[src/rtl/irq_pkg.sv]
package irq_pkg;
  localparam int NSRC = 5;
  localparam int DW   = 8;
  localparam int AW   = 3;
  localparam int CFGW = 6;

  localparam logic [AW-1:0] A_PEND   = 3'd0;
  localparam logic [AW-1:0] A_ENABLE = 3'd1;
  localparam logic [AW-1:0] A_RT_PRI = 3'd2;
  localparam logic [AW-1:0] A_RT_AUX = 3'd3;
  localparam logic [AW-1:0] A_CFG    = 3'd4;

  localparam int C_PRI_HI = 0;
  localparam int C_PRI_OD = 1;
  localparam int C_AUX_HI = 2;
  localparam int C_AUX_OD = 3;
  localparam int C_AUX_FN = 4;

  typedef enum logic [1:0] {
    AUXF_IRQ  = 2'd0,
    AUXF_OSC  = 2'd1,
    AUXF_TMR0 = 2'd2,
    AUXF_IRQB = 2'd3
  } aux_fn_e;
endpackage

[src/rtl/irq_pend_bank.sv]
module irq_pend_bank #(
  parameter int NSRC = 5
) (
  input  logic            clk_i,
  input  logic            rst_ni,
  input  logic [NSRC-1:0] evt_i,
  input  logic            clr_we_i,
  input  logic            ena_we_i,
  input  logic [NSRC-1:0] wdata_i,
  output logic [NSRC-1:0] pend_o,
  output logic [NSRC-1:0] ena_o
);
  logic [NSRC-1:0] pend_q, pend_d;
  logic [NSRC-1:0] ena_q, ena_d;

  always_comb begin
    pend_d = pend_q;
    ena_d  = ena_q;
    for (int i = 0; i < NSRC; i++) begin
      if (clr_we_i && wdata_i[i]) pend_d[i] = 1'b0;
      if (evt_i[i])               pend_d[i] = 1'b1;
    end
    if (ena_we_i) ena_d = wdata_i;
  end

  always_ff @(posedge clk_i or negedge rst_ni) begin
    if (!rst_ni) begin
      pend_q <= '0;
      ena_q  <= '0;
    end else begin
      pend_q <= pend_d;
      ena_q  <= ena_d;
    end
  end

  assign pend_o = pend_q;
  assign ena_o  = ena_q;
endmodule

[src/rtl/irq_cfg_regs.sv]
module irq_cfg_regs #(
  parameter int NSRC = 5,
  parameter int CFGW = 6
) (
  input  logic            clk_i,
  input  logic            rst_ni,
  input  logic            rt_pri_we_i,
  input  logic            rt_aux_we_i,
  input  logic            cfg_we_i,
  input  logic [NSRC-1:0] rt_wdata_i,
  input  logic [CFGW-1:0] cfg_wdata_i,
  output logic [NSRC-1:0] rt_pri_o,
  output logic [NSRC-1:0] rt_aux_o,
  output logic [CFGW-1:0] cfg_o
);
  logic [NSRC-1:0] rt_pri_q, rt_pri_d, rt_aux_q, rt_aux_d;
  logic [CFGW-1:0] cfg_q, cfg_d;

  always_comb begin
    rt_pri_d = rt_pri_we_i ? rt_wdata_i  : rt_pri_q;
    rt_aux_d = rt_aux_we_i ? rt_wdata_i  : rt_aux_q;
    cfg_d    = cfg_we_i    ? cfg_wdata_i : cfg_q;
  end

  always_ff @(posedge clk_i or negedge rst_ni) begin
    if (!rst_ni) begin
      rt_pri_q <= '0;
      rt_aux_q <= '0;
      cfg_q    <= '0;
    end else begin
      rt_pri_q <= rt_pri_d;
      rt_aux_q <= rt_aux_d;
      cfg_q    <= cfg_d;
    end
  end

  assign rt_pri_o = rt_pri_q;
  assign rt_aux_o = rt_aux_q;
  assign cfg_o    = cfg_q;
endmodule

[src/rtl/irq_out_stage.sv]
module irq_out_stage #(
  parameter int NSRC = 5
) (
  input  logic [NSRC-1:0] pend_i,
  input  logic [NSRC-1:0] ena_i,
  input  logic [NSRC-1:0] route_i,
  input  logic            active_hi_i,
  input  logic            open_drain_i,
  input  logic            force_od_i,
  input  logic            alt_en_i,
  input  logic            alt_val_i,
  output logic            lvl_o,
  output logic            oe_o
);
  logic hit;
  logic asserted;
  logic od_mode;

  always_comb begin
    hit      = |(pend_i & ena_i & route_i);
    asserted = alt_en_i ? alt_val_i : hit;
    lvl_o    = active_hi_i ? asserted : ~asserted;
    od_mode  = open_drain_i | force_od_i;
    oe_o     = od_mode ? ~lvl_o : 1'b1;
  end
endmodule

[src/rtl/irq_router.sv]
module irq_router
  import irq_pkg::*;
(
  input  logic          clk_i,
  input  logic          rst_ni,
  input  logic [4:0]    evt_i,
  input  logic          osc_i,
  input  logic          tmr0_out_i,
  input  logic          on_battery_i,
  input  logic          wr_en_i,
  input  logic [2:0]    addr_i,
  input  logic [7:0]    wdata_i,
  output logic [7:0]    rdata_o,
  output logic          main_lvl_o,
  output logic          main_oe_o,
  output logic          aux_lvl_o,
  output logic          aux_oe_o
);
  logic [1:0]      rst_sync_q;
  logic            rst_n_int;
  logic [NSRC-1:0] pend, ena, rt_pri, rt_aux;
  logic [CFGW-1:0] cfg;
  logic            we_pend, we_ena, we_rtp, we_rta, we_cfg;
  aux_fn_e         aux_fn;
  logic            aux_alt_en, aux_alt_val;
  logic            unused_wbits;

  // Reset asserts at once and releases on the second clock edge.
  always_ff @(posedge clk_i or negedge rst_ni) begin
    if (!rst_ni) rst_sync_q <= 2'b00;
    else         rst_sync_q <= {rst_sync_q[0], 1'b1};
  end
  assign rst_n_int = rst_sync_q[1];

  always_comb begin
    we_pend = wr_en_i && (addr_i == A_PEND);
    we_ena  = wr_en_i && (addr_i == A_ENABLE);
    we_rtp  = wr_en_i && (addr_i == A_RT_PRI);
    we_rta  = wr_en_i && (addr_i == A_RT_AUX);
    we_cfg  = wr_en_i && (addr_i == A_CFG);
  end
  assign unused_wbits = ^wdata_i[DW-1:CFGW];

  irq_pend_bank #(.NSRC(NSRC)) u_pend (
    .clk_i    (clk_i),
    .rst_ni   (rst_n_int),
    .evt_i    (evt_i),
    .clr_we_i (we_pend),
    .ena_we_i (we_ena),
    .wdata_i  (wdata_i[NSRC-1:0]),
    .pend_o   (pend),
    .ena_o    (ena)
  );

  irq_cfg_regs #(.NSRC(NSRC), .CFGW(CFGW)) u_cfg (
    .clk_i       (clk_i),
    .rst_ni      (rst_n_int),
    .rt_pri_we_i (we_rtp),
    .rt_aux_we_i (we_rta),
    .cfg_we_i    (we_cfg),
    .rt_wdata_i  (wdata_i[NSRC-1:0]),
    .cfg_wdata_i (wdata_i[CFGW-1:0]),
    .rt_pri_o    (rt_pri),
    .rt_aux_o    (rt_aux),
    .cfg_o       (cfg)
  );

  always_comb begin
    aux_fn = aux_fn_e'(cfg[C_AUX_FN +: 2]);
    unique case (aux_fn)
      AUXF_OSC:  begin aux_alt_en = 1'b1; aux_alt_val = osc_i;      end
      AUXF_TMR0: begin aux_alt_en = 1'b1; aux_alt_val = tmr0_out_i; end
      default:   begin aux_alt_en = 1'b0; aux_alt_val = 1'b0;       end
    endcase
  end

  irq_out_stage #(.NSRC(NSRC)) u_pri (
    .pend_i       (pend),
    .ena_i        (ena),
    .route_i      (rt_pri),
    .active_hi_i  (cfg[C_PRI_HI]),
    .open_drain_i (cfg[C_PRI_OD]),
    .force_od_i   (on_battery_i),
    .alt_en_i     (1'b0),
    .alt_val_i    (1'b0),
    .lvl_o        (main_lvl_o),
    .oe_o         (main_oe_o)
  );

  irq_out_stage #(.NSRC(NSRC)) u_aux (
    .pend_i       (pend),
    .ena_i        (ena),
    .route_i      (rt_aux),
    .active_hi_i  (cfg[C_AUX_HI]),
    .open_drain_i (cfg[C_AUX_OD]),
    .force_od_i   (on_battery_i),
    .alt_en_i     (aux_alt_en),
    .alt_val_i    (aux_alt_val),
    .lvl_o        (aux_lvl_o),
    .oe_o         (aux_oe_o)
  );

  always_comb begin
    unique case (addr_i)
      A_PEND:   rdata_o = DW'(pend);
      A_ENABLE: rdata_o = DW'(ena);
      A_RT_PRI: rdata_o = DW'(rt_pri);
      A_RT_AUX: rdata_o = DW'(rt_aux);
      A_CFG:    rdata_o = DW'(cfg);
      default:  rdata_o = '0;
    endcase
  end
endmodule

[config.mk]
export PLATFORM = sky130hd
export DESIGN_NAME = irq_router
export DESIGN_NICKNAME = d
export VERILOG_FILES = /design/src/rtl/irq_pkg.sv /design/src/rtl/irq_pend_bank.sv /design/src/rtl/irq_cfg_regs.sv /design/src/rtl/irq_out_stage.sv /design/src/rtl/irq_router.sv
export SDC_FILE = /design/constraint.sdc
export NUM_CORES = 1
export LEC_CHECK = 0
export BUFFER_PORTS_ARGS = -buffer_cell sky130_fd_sc_hd__buf_2
export CAP_MARGIN = 20
export CELL_PAD_IN_SITES_DETAIL_PLACEMENT = 0
export CELL_PAD_IN_SITES_GLOBAL_PLACEMENT = 1
export CORE_ASPECT_RATIO = 1.25
export CORE_MARGIN = 4
export CORE_UTILIZATION = 38
export CTS_BUF_LIST = sky130_fd_sc_hd__clkbuf_2 sky130_fd_sc_hd__clkbuf_4 sky130_fd_sc_hd__clkbuf_8
export DETAILED_ROUTE_END_ITERATION = 6
export HOLD_SLACK_MARGIN = 0.05
export PLACE_DENSITY = 0.8
export SLEW_MARGIN = 15
export SYNTH_ARGS = -nofsm -noshare
export SYNTH_HDL_FRONTEND = slang
export SYNTH_SLANG_ARGS = --single-unit
[constraint.sdc]
create_clock -name clk_i -period 4 [get_ports clk_i]
set_input_delay 0.2 -clock clk_i [delete_from_list [all_inputs] [get_ports clk_i]]
set_output_delay 0.2 -clock clk_i [all_outputs]
set_load 0.005 [all_outputs]
==> results.tsv, run 1 <==
stage	metric	value	unit
floorplan	die_x	64.7	um
timing	hold_viol_final	0	
hold_path	min_path_type	primary input to flop	
route	drc	0	
route	dr.first_iter.drc_count	23	
worst_setup_path	path_max_fanout	4	
synth	yosysWarningCount	0	
floorplan	initial_core_util	0.400	
synth	netlist_top_cells_count	dfrtp_1 (28), mux2_2 (17), nand3_1 (10), mux2i_1 (8), nand2_1 (8)	
route	wl	3410	um
timing	fin_setup_tns	0	ns
clocking	clk_pin_slew	0.10	ns
global_routing	antenna_found_initial	0	
synth	synth_edf_count	0	
worst_setup_path	r2r_setup_slack	3.13	ns
pwr	p_comb_frac	0.291	
synth	ys_types	37	
pwr	power.switching	0.241	mW
pwr	p_int	0.549	mW
route	wl_per_cell	15.6	um
worst_setup_path	cpMostUsedCell	a211oi_1	
pwr	p_leak	0.784	nW
synth	synth_most_common_cell	dfrtp_1	
floorplan	pin_count	34	
worst_setup_path	critPathLaunchType	flop	
worst_setup_path	cp.arrival	2.04	ns
floorplan	die_y	78.9	um
synth	ys_seq_area_frac	0.459	
synth	avgSynthCellArea	11.2	um2
worst_setup_path	critical-path-top-delay-family	compound AO/OA/AOI/OAI gates	
synth	yosys.area.top_type	dfrtp_1	
worst_setup_path	worst-path-buf-inv	2	
timing	rsz0062_at_grt	no	
job	cap_violations	0	
layout	nets	189	
clocking	cts_sinks	28	
timing	min_period_over_period	0.560	
global_routing	grt_pass1_wl	5560	um
synth	syn_area	1530	um2
placement	gp_congestion	0.900	
worst_setup_path	cp_slowest_cell	a221oi_1	
timing	worstMarginPinSlew	0.579	ns
synth	synth-seq-cells	28	
pwr	seq_power_share	0.484	
global_routing	grt_use_total	0.142	
placement	place_hpwl	2640	um
timing	fin_crit	2.24	ns
clocking	cts_tree	built	
worst_setup_path	slowest_delay	0.45	ns
layout	antenna_cells	0	
status	outcome	completed	
clocking	clk_path_buf_depth	2	
pwr	power_frac_clock	0.225	
global_routing	grt_pass1_vias	1124	
timing	setup_violations	0	
route	dr_total_vias	1148	
placement	portBuffers	29	
worst_setup_path	critPathCaptureType	output port	
route	firstDrtPassIters	5	
timing	slew_violations	0	
timing	max_slew_margin	0.614	
global_routing	grt_max_degree	27	
worst_setup_path	critPathKind	flop to output port	
worst_setup_path	cp.required	3.80	ns
placement	dpl_cell_area	1690	um2
worst_setup_path	crit_path_cell_trace	inv_1 -> ha_1 -> a221oi_1 -> a211oi_1 -> a211oi_1 -> nand3b_1 -> buf_2	
floorplan	core_area	3820	um2
layout	n_fill_cell	389	
floorplan	dieArea	5100	um2
clocking	ctsRootBufferMaster	clkbuf_8	
synth	netlist_instances	137	
synth	async_reset_ff_frac	1.00	
pwr	powerDensity	451	nW/um2
layout	area_delta_synth_final	14.7	%
clocking	clock_latency	0.28	ns
route	via_per_inst	5.27	
pwr	peakVddDrop	0.000180	V
layout	drive_above_1_share	0.348	
clocking	post_cts_buffers	0	
pwr	p_sw_frac	0.305	
clocking	cts_max_level	1	
global_routing	grt-ovfl-total	0	
clocking	cts_buffers	3	
route	final_antenna_net_count	0	
synth	ys.flop_type	dfrtp_1	
timing	max_freq	446	MHz
floorplan	num_rows	25	
synth	netlist_top_cells_area	dfrtp_1 (46%), mux2_2 (13%), mux2i_1 (5.2%)	
synth	synth_top_area_share	0.459	
timing	skew	0.00336	ns
layout	final_cell_area	1750	um2
[worst paths after layout]
check,from,end,cells after the start
worst min-delay path,evt_i[1],u_pend.pend_o[1],2
max in group asynchronous,rst_sync_q[1],u_cfg.rt_aux_o[0],0
min in group asynchronous,rst_ni,rst_sync_q[1],2
worst min register to register,rst_sync_q[1],u_pend.pend_o[3],0
worst max register to register,u_cfg.cfg_o[2],u_cfg.cfg_o[2],1
worst max-delay path,u_cfg.cfg_o[4],aux_oe_o,7
[layout make-up]
type	count	area, um2	share of cell area
inverters	2	7.51	0.00428
well taps	54	67.6	0.0385
repair buffers	30	155	0.0885
clock buffers	4	55.1	0.0314
flip-flops and latches	28	702	0.400
multi-input cells	100	766	0.437
[metal layers]
metal,global-route usage,wire length (um),up-vias
met4,0.0698,78,0
met2,0.256,1840,37
met3,0.0198,137,8
met5,0,0,-
met1,0.163,1350,555
li1,-,-,548
[logic make-up after synthesis]
logic type,share of synthesized area
simple gates,0.138
fa+ha+maj,0.0164
other cells,0.00492
buf+inv,0.0426
flops,0.459
xor+xnor,0.0115
mux,0.217
compound gates,0.111
[metrics by stage]
step                total power [mW]  hold slack [ns]  utilization  instances  setup slack [ns]
finish                         0.790           0.0954        0.459        218              1.76
global route                   0.843           0.0807        0.459        218              1.61
CTS                            0.798           0.0898        0.459        218              1.74
detailed placement             0.619          -0.0129        0.442        213              2.06
global placement               0.605          -0.0153        0.442        213              2.15
floorplan                      0.539          -0.0956            -        138              2.36
[power groups by stage]
stage | registers [mW] | logic (mW) | clock network [mW]
global route | 0.391 | 0.257 | 0.196
detailed placement | 0.388 | 0.231 | 0
global placement | 0.383 | 0.222 | 0
floorplan | 0.370 | 0.170 | 0
CTS | 0.383 | 0.233 | 0.182
finish | 0.382 | 0.229 | 0.178
[placed cells by master, fill, tap and decap left out, types with 2 or more instances in the layout]
master    count
and4_1        2
nor2_1        7
o21ai_0       3
ha_1          2
conb_1        3
and3_1        3
clkbuf_8      4
buf_2        29
inv_1         2
a21o_1        5
mux2i_1       8
a211oi_1      2
dfrtp_1      27
nand3_1      10
nand2_1       8
mux2_4        4
a21oi_1       5
o22ai_1       5
mux2_2       17
[sequential cells by signal (all words and copies together), names as in the netlist]
name / cells
u_cfg.cfg_o: 6
u_pend.pend_o: 5
rst_sync_q: 2
u_pend.ena_o: 5
u_cfg.rt_pri_o: 5
u_cfg.rt_aux_o: 5
[what timing repair did]
item | in CTS | in global routing
hold endpoints to repair | 2 | 0
hold buffers | 1 | 0
resized for setup | 0 | 0
Note: power is estimated with default switching activity, not from simulation.
==> run 2, diff against run 1 <==
==> constraint.sdc (replaced) <==
create_clock -name clk_i -period 2.2 [get_ports clk_i]
set_input_delay 0.11 -clock clk_i [delete_from_list [all_inputs] [get_ports clk_i]]
set_output_delay 0.11 -clock clk_i [all_outputs]
set_load 0.005 [all_outputs]
==> results.tsv, run 2 (synthesis results as in run 1) <==
stage	metric	value	unit	change
status	outcome	completed		
route	wl	3330	um	-2.2%
global_routing	grt_max_degree	27		unchanged
pwr	p_sw_frac	0.284		-0.0210
layout	layout_common_cells	buf_2 (29), dfrtp_1 (28), mux2_2 (17)		
global_routing	grt_pass1_wl	5400	um	-2.9%
layout	nets	196		+3.7%
pwr	p_leak	0.825	nW	+5.2%
worst_setup_path	r2r_setup_slack	1.34	ns	-1.79 ns
layout	largest_register_ffs	6		unchanged
route	firstDrtPassIters	4		-1
worst_setup_path	crit_path_cell_trace	inv_1 -> ha_1 -> a221oi_2 -> a211oi_1 -> a211oi_1 -> nand3b_1 -> buf_2		
worst_setup_path	cp.arrival	1.83	ns	-0.21 ns
timing	slew_violations	0		unchanged
worst_setup_path	critPathCaptureType	output port		
layout	drive_above_1_share	0.339		-0.00838
job	cap_violations	0		unchanged
placement	portBuffers	29		unchanged
placement	place_hpwl	2610	um	-1.1%
timing	min_period_over_period	0.881		
pwr	p_int	1.09	mW	+99%
timing	max_freq	516	MHz	
clocking	clock_latency	0.27	ns	about the same
floorplan	die_x	64.7	um	unchanged
route	final_antenna_net_count	0		unchanged
worst_setup_path	critPathKind	flop to output port		
layout	final_common_cell	buf_2		
timing	fin_crit	1.94	ns	
clocking	cts_buffers	3		unchanged
worst_setup_path	path_max_fanout	4		unchanged
layout	antenna_cells	0		unchanged
global_routing	grt_pass1_vias	1150		+2.3%
pwr	p_comb_frac	0.288		-0.003
timing	skew	0.00272	ns	-0.000638 ns
clocking	ctsRootBufferMaster	clkbuf_8		
route	via_per_inst	5.24		-0.49%
layout	multi_input_area	772	um2	+0.82%
floorplan	pin_count	34		unchanged
clocking	clk_path_buf_depth	2		unchanged
timing	holdWs	0.105	ns	+0.00975 ns
route	drc	0		unchanged
clocking	cts_max_level	1		unchanged
layout	area_delta_synth_final	20.6	%	
pwr	seq_power_share	0.451		-0.033
timing	hold_viol_final	0		unchanged
global_routing	grt-ovfl-total	0		unchanged
worst_setup_path	cpMostUsedCell	a211oi_1		
pwr	powerDensity	829	nW/um2	+84%
pwr	power.switching	0.434	mW	+80%
hold_path	min_path_type	primary input to flop		
timing	rsz0062_at_grt	no		
floorplan	num_rows	25		unchanged
floorplan	core_area	3820	um2	unchanged
layout	n_fill_cell	370		-4.9%
layout	regArea	701	um2	-0.18%
route	dr.first_iter.drc_count	46		+100%
floorplan	initial_core_util	0.400		unchanged
worst_setup_path	cp.required	2.09	ns	-1.71 ns
worst_setup_path	slowest_delay	0.36	ns	-0.09 ns
worst_setup_path	critPathLaunchType	flop		
clocking	clk_pin_slew	0.09	ns	about the same
floorplan	dieArea	5100	um2	unchanged
floorplan	die_y	78.9	um	unchanged
global_routing	grt_use_total	0.136		-0.00677
clocking	cts_tree	built		
clocking	post_cts_buffers	0		unchanged
route	dr_total_vias	1179		+2.7%
timing	setup_violations	0		unchanged
pwr	power_frac_clock	0.261		+0.036
route	wl_per_cell	14.8	um	-5.2%
clocking	cts_sinks	28		unchanged
worst_setup_path	cp_slowest_cell	dfrtp_1		
timing	fin_setup_tns	0	ns	unchanged
placement	gp_congestion	0.914		+1.5%
global_routing	antenna_found_initial	0		unchanged
pwr	peakVddDrop	0.000393	V	+120%
[run 2: cell types whose count changed in the layout (fill, tap and decap cells not counted)]
cell           delta
buf_4             +1
bufinv_16         +1
dlygate4sd3_1     +6
a221oi_2          +1
a221oi_1          -1
dfrtp_2           -1
dfrtp_1           +1
clkbuf_8          -1
[run 2: worst max-delay path, delay by kind of cell, from the launching register on]
| kind | cells | cell delay, ns |
|---|---|---|
| AO/OA/AOI/OAI | 3 | 0.56 |
| adder cells (fa/ha/maj) | 1 | 0.35 |
| buffers and inverters | 2 | 0.20 |
| flip-flops | 1 | 0.36 |
| AND/OR/NAND/NOR | 1 | 0.09 |
[run 2: power groups by stage]
stage / clock, mW / sequential (mW) / combinational (mW)
global route: 0.440 / 0.699 / 0.488
global placement: 0 / 0.687 / 0.414
CTS: 0.412 / 0.685 / 0.439
detailed placement: 0 / 0.696 / 0.428
finish: 0.399 / 0.688 / 0.440
floorplan: 0 / 0.672 / 0.309
[run 2: layout make-up]
class / instances / share of cell area
repair buffers: 37 / 0.121
multi-input cells: 100 / 0.419
flip-flops and latches: 28 / 0.380
well taps: 54 / 0.0367
clock inverters: 1 / 0.0163
inverters: 2 / 0.00408
clock buffers: 3 / 0.0224
[run 2: layer usage]
| layer | GRT usage | vias up | wire (um) |
|---|---|---|---|
| met3 | 0.0269 | 8 | 200 |
| li1 | - | 558 | - |
| met5 | 0 | - | 0 |
| met4 | 0.0613 | 0 | 83 |
| met1 | 0.151 | 567 | 1270 |
| met2 | 0.245 | 46 | 1780 |
[run 2: timing repair]
action | in CTS | in global routing
gates resized for setup | 0 | 1
hold buffers | 7 | 0
endpoints found under the setup margin | 0 | 1
hold endpoints to repair | 8 | 0
[run 2: worst paths after layout]
kind	start	depth (start not counted)	end
min in group asynchronous	rst_ni	2	rst_sync_q[0]
hold / removal	wdata_i[4]	3	u_cfg.cfg_o[4]
max in group asynchronous	rst_sync_q[1]	1	u_pend.ena_o[2]
setup reg to reg	u_cfg.cfg_o[2]	1	u_cfg.cfg_o[2]
setup / recovery	u_cfg.cfg_o[4]	7	aux_oe_o
hold reg to reg	rst_sync_q[1]	1	u_cfg.rt_aux_o[3]
[run 2: per-stage QoR]
step	utilization	total power, mW	cells	area (um2)	worst slack (ns)
floorplan	-	0.981	138	1530	0.647
global placement	0.444	1.10	214	1690	0.453
detailed placement	0.444	1.12	214	1690	0.378
CTS	0.481	1.54	225	1840	0.0601
global route	0.483	1.63	225	1840	0.0487
finish	0.483	1.53	225	1840	0.263
